**src/rtl/synth_cfg_pkg.sv**
```systemverilog
// Package: shared field record and the map from each field bit to the
// register and bit that holds it. Assumes 4-bit registers.
package synth_cfg_pkg;

    localparam int FIELD_W = 25;

    typedef struct packed {
        logic [6:0] ref_div;
        logic [3:0] fb_a;
        logic [5:0] fb_m;
        logic [2:0] vco_gain;
        logic [1:0] pd_gain;
        logic [1:0] post_sel;
        logic       pd_rst_en;
    } synth_fields_t;

    // Register index that feeds packed field bit k (bit 0 = pd_rst_en).
    function automatic int src_reg(input int k);
        if (k == 0)  return 15;
        if (k <= 2)  return 11;
        if (k <= 4)  return 9;
        if (k <= 7)  return 8;
        if (k <= 11) return 3;
        if (k <= 13) return 4;
        if (k <= 17) return 2;
        if (k <= 21) return 0;
        return 1;
    endfunction

    // Bit position inside that register for packed field bit k.
    function automatic int src_bit(input int k);
        if (k == 0)  return 3;
        if (k <= 2)  return k - 1;
        if (k <= 4)  return k - 3;
        if (k <= 7)  return k - 5;
        if (k <= 11) return k - 8;
        if (k <= 13) return k - 12;
        if (k <= 17) return k - 14;
        if (k <= 21) return k - 18;
        return k - 22;
    endfunction

    // True when at least one field bit lives in register r.
    function automatic logic reg_mapped(input int r);
        for (int k = 0; k < FIELD_W; k++) begin
            if (src_reg(k) == r) return 1'b1;
        end
        return 1'b0;
    endfunction

endpackage

```
**src/rtl/strobe_edge_sync.sv**
```systemverilog
// Module: strobe_edge_sync
// Oversamples the asynchronous strobe and bus through STAGES flops and
// flags the strobe's falling and rising edges in the clock domain.
// Assumes the host holds the bus steady for more than STAGES cycles
// around each strobe edge. The synchronizer flops have no reset, so the
// strobe level seen at reset release does not count as an edge.
module strobe_edge_sync #(
    parameter int STAGES = 2,
    parameter int BUS_W  = 4
) (
    input  logic             clk,
    input  logic             strb_n_in,
    input  logic [BUS_W-1:0] bus_in,
    output logic             fall_o,
    output logic             rise_o,
    output logic [BUS_W-1:0] bus_o
);
    logic [STAGES:0]  strb_pipe;
    logic [BUS_W-1:0] bus_pipe [STAGES];

    // Shift the strobe, with one extra stage kept as history.
    always_ff @(posedge clk) begin
        strb_pipe <= {strb_pipe[STAGES-1:0], strb_n_in};
    end

    // Delay the bus by the same depth so it lines up with the strobe.
    always_ff @(posedge clk) begin
        bus_pipe[0] <= bus_in;
    end

    for (genvar s = 1; s < STAGES; s++) begin : g_bus_stage
        // Next bus stage.
        always_ff @(posedge clk) begin
            bus_pipe[s] <= bus_pipe[s-1];
        end
    end

    assign fall_o = strb_pipe[STAGES] & ~strb_pipe[STAGES-1];
    assign rise_o = ~strb_pipe[STAGES] & strb_pipe[STAGES-1];
    assign bus_o  = bus_pipe[STAGES-1];
endmodule

```
**src/rtl/strobe_bus_capture.sv**
```systemverilog
// Module: strobe_bus_capture
// Holds the address taken at a falling edge. On the next rising edge it
// issues a one-cycle write carrying that address and the bus nibble.
// A rising edge with no address held is dropped.
module strobe_bus_capture #(
    parameter int BUS_W  = 4,
    parameter int ADDR_W = 4
) (
    input  logic              clk,
    input  logic              rst_n,
    input  logic              fall_i,
    input  logic              rise_i,
    input  logic [BUS_W-1:0]  bus_i,
    output logic              wr_en,
    output logic [ADDR_W-1:0] wr_addr,
    output logic [BUS_W-1:0]  wr_data
);
    logic [ADDR_W-1:0] addr_q;
    logic              addr_valid;

    // Address phase on a fall, data phase on a matched rise.
    always_ff @(posedge clk) begin
        if (!rst_n) begin
            addr_q     <= '0;
            addr_valid <= 1'b0;
            wr_en      <= 1'b0;
            wr_addr    <= '0;
            wr_data    <= '0;
        end else begin
            wr_en <= 1'b0;
            if (fall_i) begin
                addr_q     <= bus_i[ADDR_W-1:0];
                addr_valid <= 1'b1;
            end else if (rise_i && addr_valid) begin
                wr_en      <= 1'b1;
                wr_addr    <= addr_q;
                wr_data    <= bus_i;
                addr_valid <= 1'b0;
            end
        end
    end

    // a write only ever follows a held address.
    p_wr_needs_addr_r3: assert property (@(posedge clk) disable iff (!rst_n)
        wr_en |-> $past(addr_valid));

    // one strobe cycle gives exactly one write pulse.
    p_single_pulse_r2: assert property (@(posedge clk) disable iff (!rst_n)
        wr_en |=> !wr_en);
endmodule

```
**src/rtl/field_store.sv**
```systemverilog
// Module: field_store
// Keeps only the register bits that feed a synthesizer field, one flop
// per field bit. Writes to bits or registers with no field leave no
// trace. Assumes 4-bit data and the fixed field map in the package.
module field_store
    import synth_cfg_pkg::*;
#(
    parameter int BUS_W  = 4,
    parameter int ADDR_W = 4
) (
    input  logic              clk,
    input  logic              rst_n,
    input  logic              wr_en,
    input  logic [ADDR_W-1:0] wr_addr,
    input  logic [BUS_W-1:0]  wr_data,
    output synth_fields_t     fields_o
);
    logic [FIELD_W-1:0] fields_q;

    for (genvar k = 0; k < FIELD_W; k++) begin : g_field_bit
        localparam int SR = src_reg(k);
        localparam int SB = src_bit(k);
        // Load this bit when its own register is written.
        always_ff @(posedge clk) begin
            if (!rst_n) begin
                fields_q[k] <= 1'b0;
            end else if (wr_en && (wr_addr == ADDR_W'(SR))) begin
                fields_q[k] <= wr_data[SB];
            end
        end
    end

    assign fields_o = synth_fields_t'(fields_q);

    // a write to the A register lands in the A field.
    p_a_lands_r2: assert property (@(posedge clk) disable iff (!rst_n)
        (wr_en && wr_addr == ADDR_W'(2)) |=> fields_o.fb_a == $past(wr_data));

    // a write to a register with no field changes nothing.
    p_unmapped_stable_r9: assert property (@(posedge clk) disable iff (!rst_n)
        (wr_en && !reg_mapped(int'(wr_addr))) |=> $stable(fields_q));
endmodule

```
**src/rtl/arm_gate.sv**
```systemverilog
// Module: arm_gate
// Counts writes after reset. It saturates at ARM_WRITES and from then
// copies the stored fields onto the effective outputs every cycle.
// Before that the effective outputs are held at zero.
module arm_gate
    import synth_cfg_pkg::*;
#(
    parameter int ARM_WRITES = 32
) (
    input  logic          clk,
    input  logic          rst_n,
    input  logic          wr_en,
    input  synth_fields_t fields_i,
    output synth_fields_t eff_o
);
    localparam int              CNT_W   = $clog2(ARM_WRITES + 1);
    localparam logic [CNT_W-1:0] ARM_CNT = CNT_W'(ARM_WRITES);

    logic [CNT_W-1:0] cnt_q;
    logic             armed;

    assign armed = (cnt_q == ARM_CNT);

    // Saturating write counter and the gated effective copy.
    always_ff @(posedge clk) begin
        if (!rst_n) begin
            cnt_q <= '0;
            eff_o <= '0;
        end else begin
            if (wr_en && !armed) cnt_q <= cnt_q + 1'b1;
            if (armed)           eff_o <= fields_i;
        end
    end

    // outputs stay cleared while the block is not armed.
    p_hold_disarmed_r4: assert property (@(posedge clk) disable iff (!rst_n)
        !armed |-> eff_o == '0);

    // the count moves only because of a write pulse.
    p_count_step_r3: assert property (@(posedge clk) disable iff (!rst_n)
        (cnt_q != $past(cnt_q)) |-> $past(wr_en));

    // once armed, armed until reset.
    p_arm_sticky_r10: assert property (@(posedge clk) disable iff (!rst_n)
        armed |=> armed);

    // the counter never runs past the threshold.
    p_count_bound_r10: assert property (@(posedge clk) disable iff (!rst_n)
        cnt_q <= ARM_CNT);
endmodule

```
**src/rtl/synth_regfile_rx.sv**
```systemverilog
// Module: synth_regfile_rx (top)
// Receives strobe-addressed nibble writes into the synthesizer register
// set. It shows the field values only after the arming write count.
// Assumes a 4-bit bus that carries both address and data.
module synth_regfile_rx
    import synth_cfg_pkg::*;
#(
    parameter int NUM_REGS    = 16,
    parameter int NIB_W       = 4,
    parameter int ARM_WRITES  = 32,
    parameter int SYNC_STAGES = 2
) (
    input  logic             clk,
    input  logic             rst_n,
    input  logic             cfg_strobe_n,
    input  logic [NIB_W-1:0] cfg_bus,
    output logic [6:0]       ref_div_code,
    output logic [3:0]       fb_a_code,
    output logic [5:0]       fb_m_code,
    output logic [2:0]       vco_gain_sel,
    output logic [1:0]       pd_gain_sel,
    output logic [1:0]       post_scale_sel,
    output logic             pd_reset_en
);
    localparam int ADDR_W = $clog2(NUM_REGS);

    logic              fall, rise;
    logic [NIB_W-1:0]  bus_s;
    logic              wr_en;
    logic [ADDR_W-1:0] wr_addr;
    logic [NIB_W-1:0]  wr_data;
    synth_fields_t     stored, eff;

    strobe_edge_sync #(.STAGES(SYNC_STAGES), .BUS_W(NIB_W)) u_sync (
        .clk(clk), .strb_n_in(cfg_strobe_n), .bus_in(cfg_bus),
        .fall_o(fall), .rise_o(rise), .bus_o(bus_s));

    strobe_bus_capture #(.BUS_W(NIB_W), .ADDR_W(ADDR_W)) u_cap (
        .clk(clk), .rst_n(rst_n), .fall_i(fall), .rise_i(rise), .bus_i(bus_s),
        .wr_en(wr_en), .wr_addr(wr_addr), .wr_data(wr_data));

    field_store #(.BUS_W(NIB_W), .ADDR_W(ADDR_W)) u_store (
        .clk(clk), .rst_n(rst_n), .wr_en(wr_en), .wr_addr(wr_addr),
        .wr_data(wr_data), .fields_o(stored));

    arm_gate #(.ARM_WRITES(ARM_WRITES)) u_gate (
        .clk(clk), .rst_n(rst_n), .wr_en(wr_en), .fields_i(stored),
        .eff_o(eff));

    assign ref_div_code   = eff.ref_div;
    assign fb_a_code      = eff.fb_a;
    assign fb_m_code      = eff.fb_m;
    assign vco_gain_sel   = eff.vco_gain;
    assign pd_gain_sel    = eff.pd_gain;
    assign post_scale_sel = eff.post_sel;
    assign pd_reset_en    = eff.pd_rst_en;
endmodule

```
**config.mk**
```make
export PLATFORM = sky130hd
export DESIGN_NAME = synth_regfile_rx
export DESIGN_NICKNAME = d
export VERILOG_FILES = /design/src/rtl/synth_cfg_pkg.sv /design/src/rtl/strobe_edge_sync.sv /design/src/rtl/strobe_bus_capture.sv /design/src/rtl/field_store.sv /design/src/rtl/arm_gate.sv /design/src/rtl/synth_regfile_rx.sv
export SDC_FILE = /design/constraint.sdc
export NUM_CORES = 1
export LEC_CHECK = 0
export BUFFER_PORTS_ARGS = -buffer_cell sky130_fd_sc_hd__buf_2
export CELL_PAD_IN_SITES_DETAIL_PLACEMENT = 0
export CELL_PAD_IN_SITES_GLOBAL_PLACEMENT = 1
export CORE_MARGIN = 5
export CORE_UTILIZATION = 45
export CTS_CLUSTER_SIZE = 25
export DETAILED_ROUTE_END_ITERATION = 10
export HOLD_SLACK_MARGIN = 0.1
export PLACE_DENSITY = 0.86
export SLEW_MARGIN = 15
export SYNTH_ARGS = -nofsm -noshare
export SYNTH_HDL_FRONTEND = slang
export SYNTH_SLANG_ARGS = --single-unit
```
**constraint.sdc**
```tcl
create_clock -name clk -period 1.9 [get_ports clk]
set_clock_uncertainty 0.1 [all_clocks]
set_input_delay 0 -clock clk [delete_from_list [all_inputs] [get_ports clk]]
set_output_delay 0 -clock clk [all_outputs]
set_load 0.01 [all_outputs]
```
==> results.sh, run 1 <==
export IMPL_cts_sinks=81
export IMPL_dr_total_vias=1994
export IMPL_cts_buffers=9
export IMPL_mostFrequentLayoutCells="dfxtp_1, mux2i_1, nand2_1"
export IMPL_die_w_um=90.6
export IMPL_fmax_mhz=634
export IMPL_nNetsFinal=324
export IMPL_syn_area_um2=2930
export IMPL_hold_viol_final=0
export IMPL_crit_start="u_gate.cnt_q[0]"
export IMPL_first_global_vias=1941
export IMPL_cts_tree="done"
export IMPL_grt_max_degree=24
export IMPL_final_antenna_net_count=0
export IMPL_rows=29
export IMPL_power_share_combinational=0.025
export IMPL_cts_hold_fix_buffers=6
export IMPL_n_antenna_cell=0
export IMPL_grt_setup_unrepaired="false"
export IMPL_start_util=0.461
export IMPL_syn_inst=277
export IMPL_tns_ns=0
export IMPL_dpl_hpwl_um=3480
export IMPL_holdPathEnd="u_sync.bus_pipe[0][2]"
export IMPL_cts_root_buffer="clkbuf_8"
export IMPL_leakagePower_nw=1.59
export IMPL_synth_fp_nets=286
export IMPL_drive_gt1_frac=0.178
export IMPL_antenna_found_initial=0
export IMPL_initialDrtViolationCount=72
export IMPL_path_max_fanout=21
export IMPL_wl_per_cell_um=13.1
export IMPL_drt_pass1_iter_count=4
export IMPL_synth_area_leaders="dfxtp_1, mux2i_1, nand2_1"
export IMPL_grt_pass1_wl_um=9090
export IMPL_crit_type="flop to flop"
export IMPL_r2r_end="u_gate.eff_o[18]"
export IMPL_final_common_cell="dfxtp_1"
export IMPL_cellPowerDensity_nw_per_um2=864
export IMPL_slew_violations=0
export IMPL_setup_viol=0
export IMPL_reg2reg_slack_ns=0.32
export IMPL_clk_path_buf_depth=2
export IMPL_slew_limit_headroom=0.609
export IMPL_post_cts_setup_buffers=0
export IMPL_port_buffers=31
export IMPL_yosys_warnings=0
export IMPL_swShare=0.237
export IMPL_min_path_cells=2
export IMPL_gp_congestion=0.717
export IMPL_p_sw_uw=694
export IMPL_ios=32
export IMPL_viasPerCell=5.02
export IMPL_clk_pin_slew_ns=0.08
export IMPL_end_kind="flop"
export IMPL_synth_cell_types=29
export IMPL_critPathArrivalTime_ns=1.76
export IMPL_p_clk_frac=0.385
export IMPL_worst_pin_slew_ns=0.582
export IMPL_cts_resized=0
export IMPL_cts_max_level=3
export IMPL_synth_top_cell_area_share=0.554
export IMPL_grt_overflow_total=0
export IMPL_yosysTopAreaCell="dfxtp_1"
export IMPL_drc=0
export IMPL_fin_total_pwr_mw=2.92
export IMPL_r2r_start="u_gate.cnt_q[0]"
export IMPL_die_height_um=90.6
export IMPL_hold_path_class="input pin to flop"
export IMPL_place_area_um2=3140
export IMPL_clock_latency_ns=0.35
export IMPL_track_usage=0.137
export IMPL_wirelength_um=5220
export IMPL_area_growth_pct=15.6
export IMPL_outcome="finished clean"
export IMPL_ys_seq_elements=81
export IMPL_die_area_um2=8220
export IMPL_syn_avg_cell_area_um2=10.6
export IMPL_min_from="cfg_bus[2]"
export IMPL_core_area_um2=6350
export IMPL_p_int_mw=2.23
export IMPL_p_seq_frac=0.590
export IMPL_design_area_um2=3380
export IMPL_cap_violations=0
export IMPL_cp_required_ns=2.08
export IMPL_worst_setup_path_start_kind="flop"
export IMPL_worstRegToRegCells=5
export IMPL_fin_crit_ns=1.58
export IMPL_synth_seq_area_share=0.554
export IMPL_period_share=0.831
export IMPL_vdd_drop_max_mv=0.758
-- sequential cells by signal (all words and copies together), names as in the netlist --
name              flops
u_cap.addr_q          4
u_cap.addr_valid      1
u_cap.wr_addr         4
u_cap.wr_data         4
u_cap.wr_en           1
u_gate.cnt_q          6
u_gate.eff_o         25
u_store.fields_o     25
u_sync.bus_pipe       8
u_sync.strb_pipe      3
-- cell type report --
| cell class | count | area, µm² |
|---|---|---|
| multi-input combinational | 178 | 1210 |
| clock inverter | 7 | 56.3 |
| clock buffer | 9 | 124 |
| sequential | 81 | 1620 |
| timing repair buffer | 42 | 265 |
| fill | 584 | 2970 |
| inverter | 3 | 11.3 |
| tap | 77 | 96.3 |
-- kinds of logic after synthesis --
logic type | Yosys count | synth area share
simple gates | 103 | 0.163
flops | 81 | 0.554
mux | 64 | 0.220
buf+inv | 18 | 0.0325
compound gates | 7 | 0.0162
xor+xnor | 2 | 0.00599
fa+ha+maj | 2 | 0.00855
-- synthesized netlist by cell type --
cell,n
clkbuf_1,4
buf_4,1
clkbuf_2,1
or3_1,1
inv_1,3
buf_1,1
a21oi_1,3
o21ai_0,1
nor3b_1,1
nor2_1,19
o311ai_0,2
a311o_1,1
nor2b_1,2
nand2b_1,2
nand2_1,61
xor2_1,2
nor3_4,1
dfxtp_1,81
nand3b_1,5
nor3b_2,1
nand3_1,2
nand3_4,1
mux2_2,2
buf_6,2
mux2i_1,62
nand4_1,6
nor4_1,1
ha_1,2
buf_2,6
-- power groups by stage --
stage	clock [mW]	sequential, mW	combinational [mW]
finish	1.12	1.73	0.0729
global route	1.25	1.73	0.0825
CTS	1.16	1.73	0.0734
detailed placement	0	1.77	0.0636
global placement	0	1.77	0.0630
floorplan	0	1.76	0.0480
-- worst max-delay path, cell delays in order (launching register included) --
cell,delay (ns)
dfxtp_1,0.40
inv_1,0.09
ha_1,0.30
nand3_4,0.18
buf_12,0.21
mux2i_1,0.21
-- layer usage --
layer | vias to the layer above | global-route usage | share of wire
li1 | 1012 | - | -
met1 | 938 | 0.172 | 0.46
met2 | 35 | 0.212 | 0.47
met3 | 9 | 0.0592 | 0.048
met4 | 0 | 0.0434 | 0.014
met5 | - | 0 | 0
-- worst max path at each step --
stage,depth (start not counted),endpoint
final,5,u_gate.eff_o[18]
after global routing,5,u_gate.eff_o[24]
after CTS,5,u_gate.eff_o[18]
after detailed placement,5,u_gate.eff_o[24]
after global placement,5,u_gate.eff_o[18]
after floorplan,5,u_gate.eff_o[0]
-- stage by stage --
step                instances  hold slack, ns  utilization  setup WS (ns)
CTS                       397           0.156        0.533          0.331
global placement          375         0.00297        0.495          0.417
finish                    397           0.180        0.533          0.322
global route              397           0.176        0.533          0.226
floorplan                 277         -0.0723            -          0.556
detailed placement        375         0.00359        0.495          0.361
Power figures use the tool's default switching activity.
==> run 2: changes to the inputs <==
Settings changed: ABC_AREA set to 1, CORE_UTILIZATION 45 to 38, PLACE_DENSITY 0.86 to 0.81.
Clock period 1.9 ns to 1.4 ns, I/O delays scaled along.
==> results.sh, run 2 <==
export IMPL_synth_common_cells="dfxtp_1, nor2_1, a21oi_1, o21ai_1, nand2_1"
export IMPL_holdPathEnd="u_sync.bus_pipe[0][1]"
export IMPL_slew_violations=0
export IMPL_grtUsageMet2=0.208
export IMPL_reg2reg_slack_ns=0.07
export IMPL_core_area_um2=7330
export IMPL_p_int_mw=3.10
export IMPL_swShare=0.235
export IMPL_fin_crit_ns=1.33
export IMPL_syn_avg_cell_area_um2=8.32
export IMPL_leakagePower_nw=1.43
export IMPL_outcome="finished clean"
export IMPL_rows=31
export IMPL_end_kind="flop"
export IMPL_critPathArrivalTime_ns=1.47
export IMPL_grt_overflow_total=0
export IMPL_synth_adder_area_share=0.00867
export IMPL_grt_max_degree=26
export IMPL_drt_pass1_iter_count=4
export IMPL_muxShareOfSynthArea=0
export IMPL_utilization=0.475
export IMPL_ys_seq_elements=81
export IMPL_dpl_cell_count=473
export IMPL_final_common_cell="dfxtp_1"
export IMPL_p_seq_frac=0.580
export IMPL_yosys_warnings=0
export IMPL_fin_cells=496
export IMPL_vdd_drop_max_mv=0.661
export IMPL_fmax_mhz=755
export IMPL_synthFlopType="dfxtp_1"
export IMPL_place_area_um2=3180
export IMPL_grt_pass1_wl_um=10300
export IMPL_hold_path_class="input pin to flop"
export IMPL_area_growth_pct=20.7
export IMPL_clock_latency_ns=0.35
export IMPL_clk_pin_slew_ns=0.09
export IMPL_dpl_hpwl_um=4220
export IMPL_port_buffers=31
export IMPL_track_usage=0.133
export IMPL_yosys_area_share_simple=0.174
export IMPL_die_height_um=97.2
export IMPL_worst_setup_path_start_kind="flop"
export IMPL_die_area_um2=9440
export IMPL_cellPowerDensity_nw_per_um2=1160
export IMPL_wl_per_cell_um=11.7
export IMPL_r2r_end="u_gate.eff_o[6]"
export IMPL_yosysTopAreaCell="dfxtp_1"
export IMPL_path_max_fanout=9
export IMPL_use_met1=0.170
export IMPL_r2r_start="u_gate.cnt_q[0]"
export IMPL_syn_inst=347
export IMPL_min_path_cells=2
export IMPL_die_w_um=97.2
export IMPL_drc=0
export IMPL_post_cts_setup_buffers=0
export IMPL_slew_limit_headroom=0.704
export IMPL_grt_setup_unrepaired="true"
export IMPL_synth_top_cell_area_share=0.562
export IMPL_period_share=0.947
export IMPL_cp_cell_sequence="inv_1 -> ha_2 -> and3_4 -> buf_4 -> a21oi_1 -> nor2_1"
export IMPL_cp_required_ns=1.54
export IMPL_viasPerCell=4.73
export IMPL_synth_compound_area_share=0.189
export IMPL_async_reset_ff_frac=0
export IMPL_hold_slack_ns=0.182
export IMPL_mostFrequentLayoutCells="dfxtp_1, nor2_1, a21oi_1"
export IMPL_cts_tree="done"
export IMPL_drive_gt1_frac=0.209
export IMPL_syn_area_um2=2890
export IMPL_use_met3=0.0510
export IMPL_setup_viol=0
export IMPL_worstRegToRegCells=6
export IMPL_worst_path_largest_cell_delay_ns=0.33
export IMPL_final_antenna_net_count=0
export IMPL_busiest_layer="met2"
export IMPL_cts_buffers=9
export IMPL_wirelength_um=5830
export IMPL_clk_path_buf_depth=2
export IMPL_yosysMostFrequentCell="dfxtp_1"
export IMPL_synth_cell_types=23
export IMPL_initialDrtViolationCount=73
export IMPL_design_area_um2=3480
export IMPL_synth_top_family_by_area="compound AO/OA/AOI/OAI gates"
export IMPL_min_from="cfg_bus[1]"
export IMPL_crit_type="flop to flop"
export IMPL_gp_congestion=0.810
export IMPL_synth_fp_nets=356
export IMPL_synth_area_leaders="dfxtp_1, a21oi_1, nor2_1"
export IMPL_fillCellCount=742
export IMPL_cts_max_level=3
export IMPL_dr_total_vias=2346
export IMPL_hold_viol_final=0
export IMPL_worst_pin_slew_ns=0.444
export IMPL_synthXorXnorAreaFrac=0.00303
export IMPL_cts_sinks=81
export IMPL_nNetsFinal=401
export IMPL_n_antenna_cell=0
export IMPL_cts_root_buffer="clkbuf_8"
export IMPL_p_clk_frac=0.387
export IMPL_start_util=0.394
export IMPL_power_share_combinational=0.034
export IMPL_cap_violations=0
export IMPL_synth_seq_area_share=0.562
export IMPL_antenna_found_initial=0
export IMPL_cp_slowest_cell="dfxtp_2"
export IMPL_synth_edf_count=0
export IMPL_first_global_vias=2169
export IMPL_p_sw_uw=955
export IMPL_ios=32
## run 2: area by class of cell
cell class / instances / area (µm²) / share of cell area
inverters: 24 / 90.1 / 0.0259
well taps: 99 / 124 / 0.0355
multi-input cells: 224 / 1120 / 0.321
clock inverters: 6 / 50.0 / 0.0144
repair buffers: 52 / 343 / 0.0984
clock buffers: 10 / 138 / 0.0395
flip-flops and latches: 81 / 1620 / 0.466
## run 2: worst max path at each step
stage                        start                to  slack [ns]  cells after the start
2_1_floorplan      u_gate.cnt_q[0]   u_gate.eff_o[0]       -0.01                      7
5_1_grt        u_sync.strb_pipe[1]  u_cap.wr_addr[1]       -0.02                      5
3_5_place_dp       u_gate.cnt_q[0]   u_gate.eff_o[1]        0.05                      6
4_1_cts            u_gate.cnt_q[0]   u_gate.eff_o[9]        0.04                      6
3_3_place_gp       u_gate.cnt_q[0]  u_gate.eff_o[21]        0.07                      6
6_report           u_gate.cnt_q[0]   u_gate.eff_o[6]        0.07                      6
## run 2: worst max-delay path: cells and delay by family (launching register included)
kind / cells / cell delay (ns)
compound gates: 1 / 0.13
fa+ha+maj: 1 / 0.20
buf+inv: 2 / 0.22
flops: 1 / 0.33
simple gates: 2 / 0.25
## run 2: cell families (layout without fill, tap and decap cells)
group,count (synthesis),after routing
adder cells (fa/ha/maj),2,2
AND/OR/NAND/NOR,112,112
XOR/XNOR,1,1
flip-flops,81,81
AO/OA/AOI/OAI,109,109
buffers and inverters,42,92
## run 2: power by group through the flow
stage | Combinational (mW) | Clock (mW) | Sequential (mW)
3_5_place_dp | 0.125 | 0 | 2.41
2_1_floorplan | 0.0896 | 0 | 2.40
5_1_grt | 0.163 | 1.74 | 2.36
3_3_place_gp | 0.123 | 0 | 2.41
4_1_cts | 0.138 | 1.62 | 2.35
6_report | 0.137 | 1.57 | 2.35
## run 2: per-stage QoR
| step | total power, mW | setup slack [ns] | setup TNS, ns |
|---|---|---|---|
| finish | 4.06 | 0.0749 | 0 |
| global route | 4.26 | -0.0183 | -0.0338 |
| CTS | 4.11 | 0.0382 | 0 |
| detailed placement | 2.53 | 0.0461 | 0 |
| global placement | 2.53 | 0.0672 | 0 |
| floorplan | 2.49 | -0.00985 | -0.197 |
## run 2: repair_timing
| item | CTS | global route |
|---|---|---|
| setup endpoints to repair | 0 | 24 |
| hold buffers | 6 | 0 |
| hold endpoints to repair | 63 | 0 |
| gates resized for setup | 0 | 16 |
## run 2: metal layers
metal | up-vias | part of all wire
met3 | 7 | 0.046
met4 | 0 | 0.012
met1 | 1049 | 0.50
met5 | - | 0
met2 | 36 | 0.44
li1 | 1254 | -
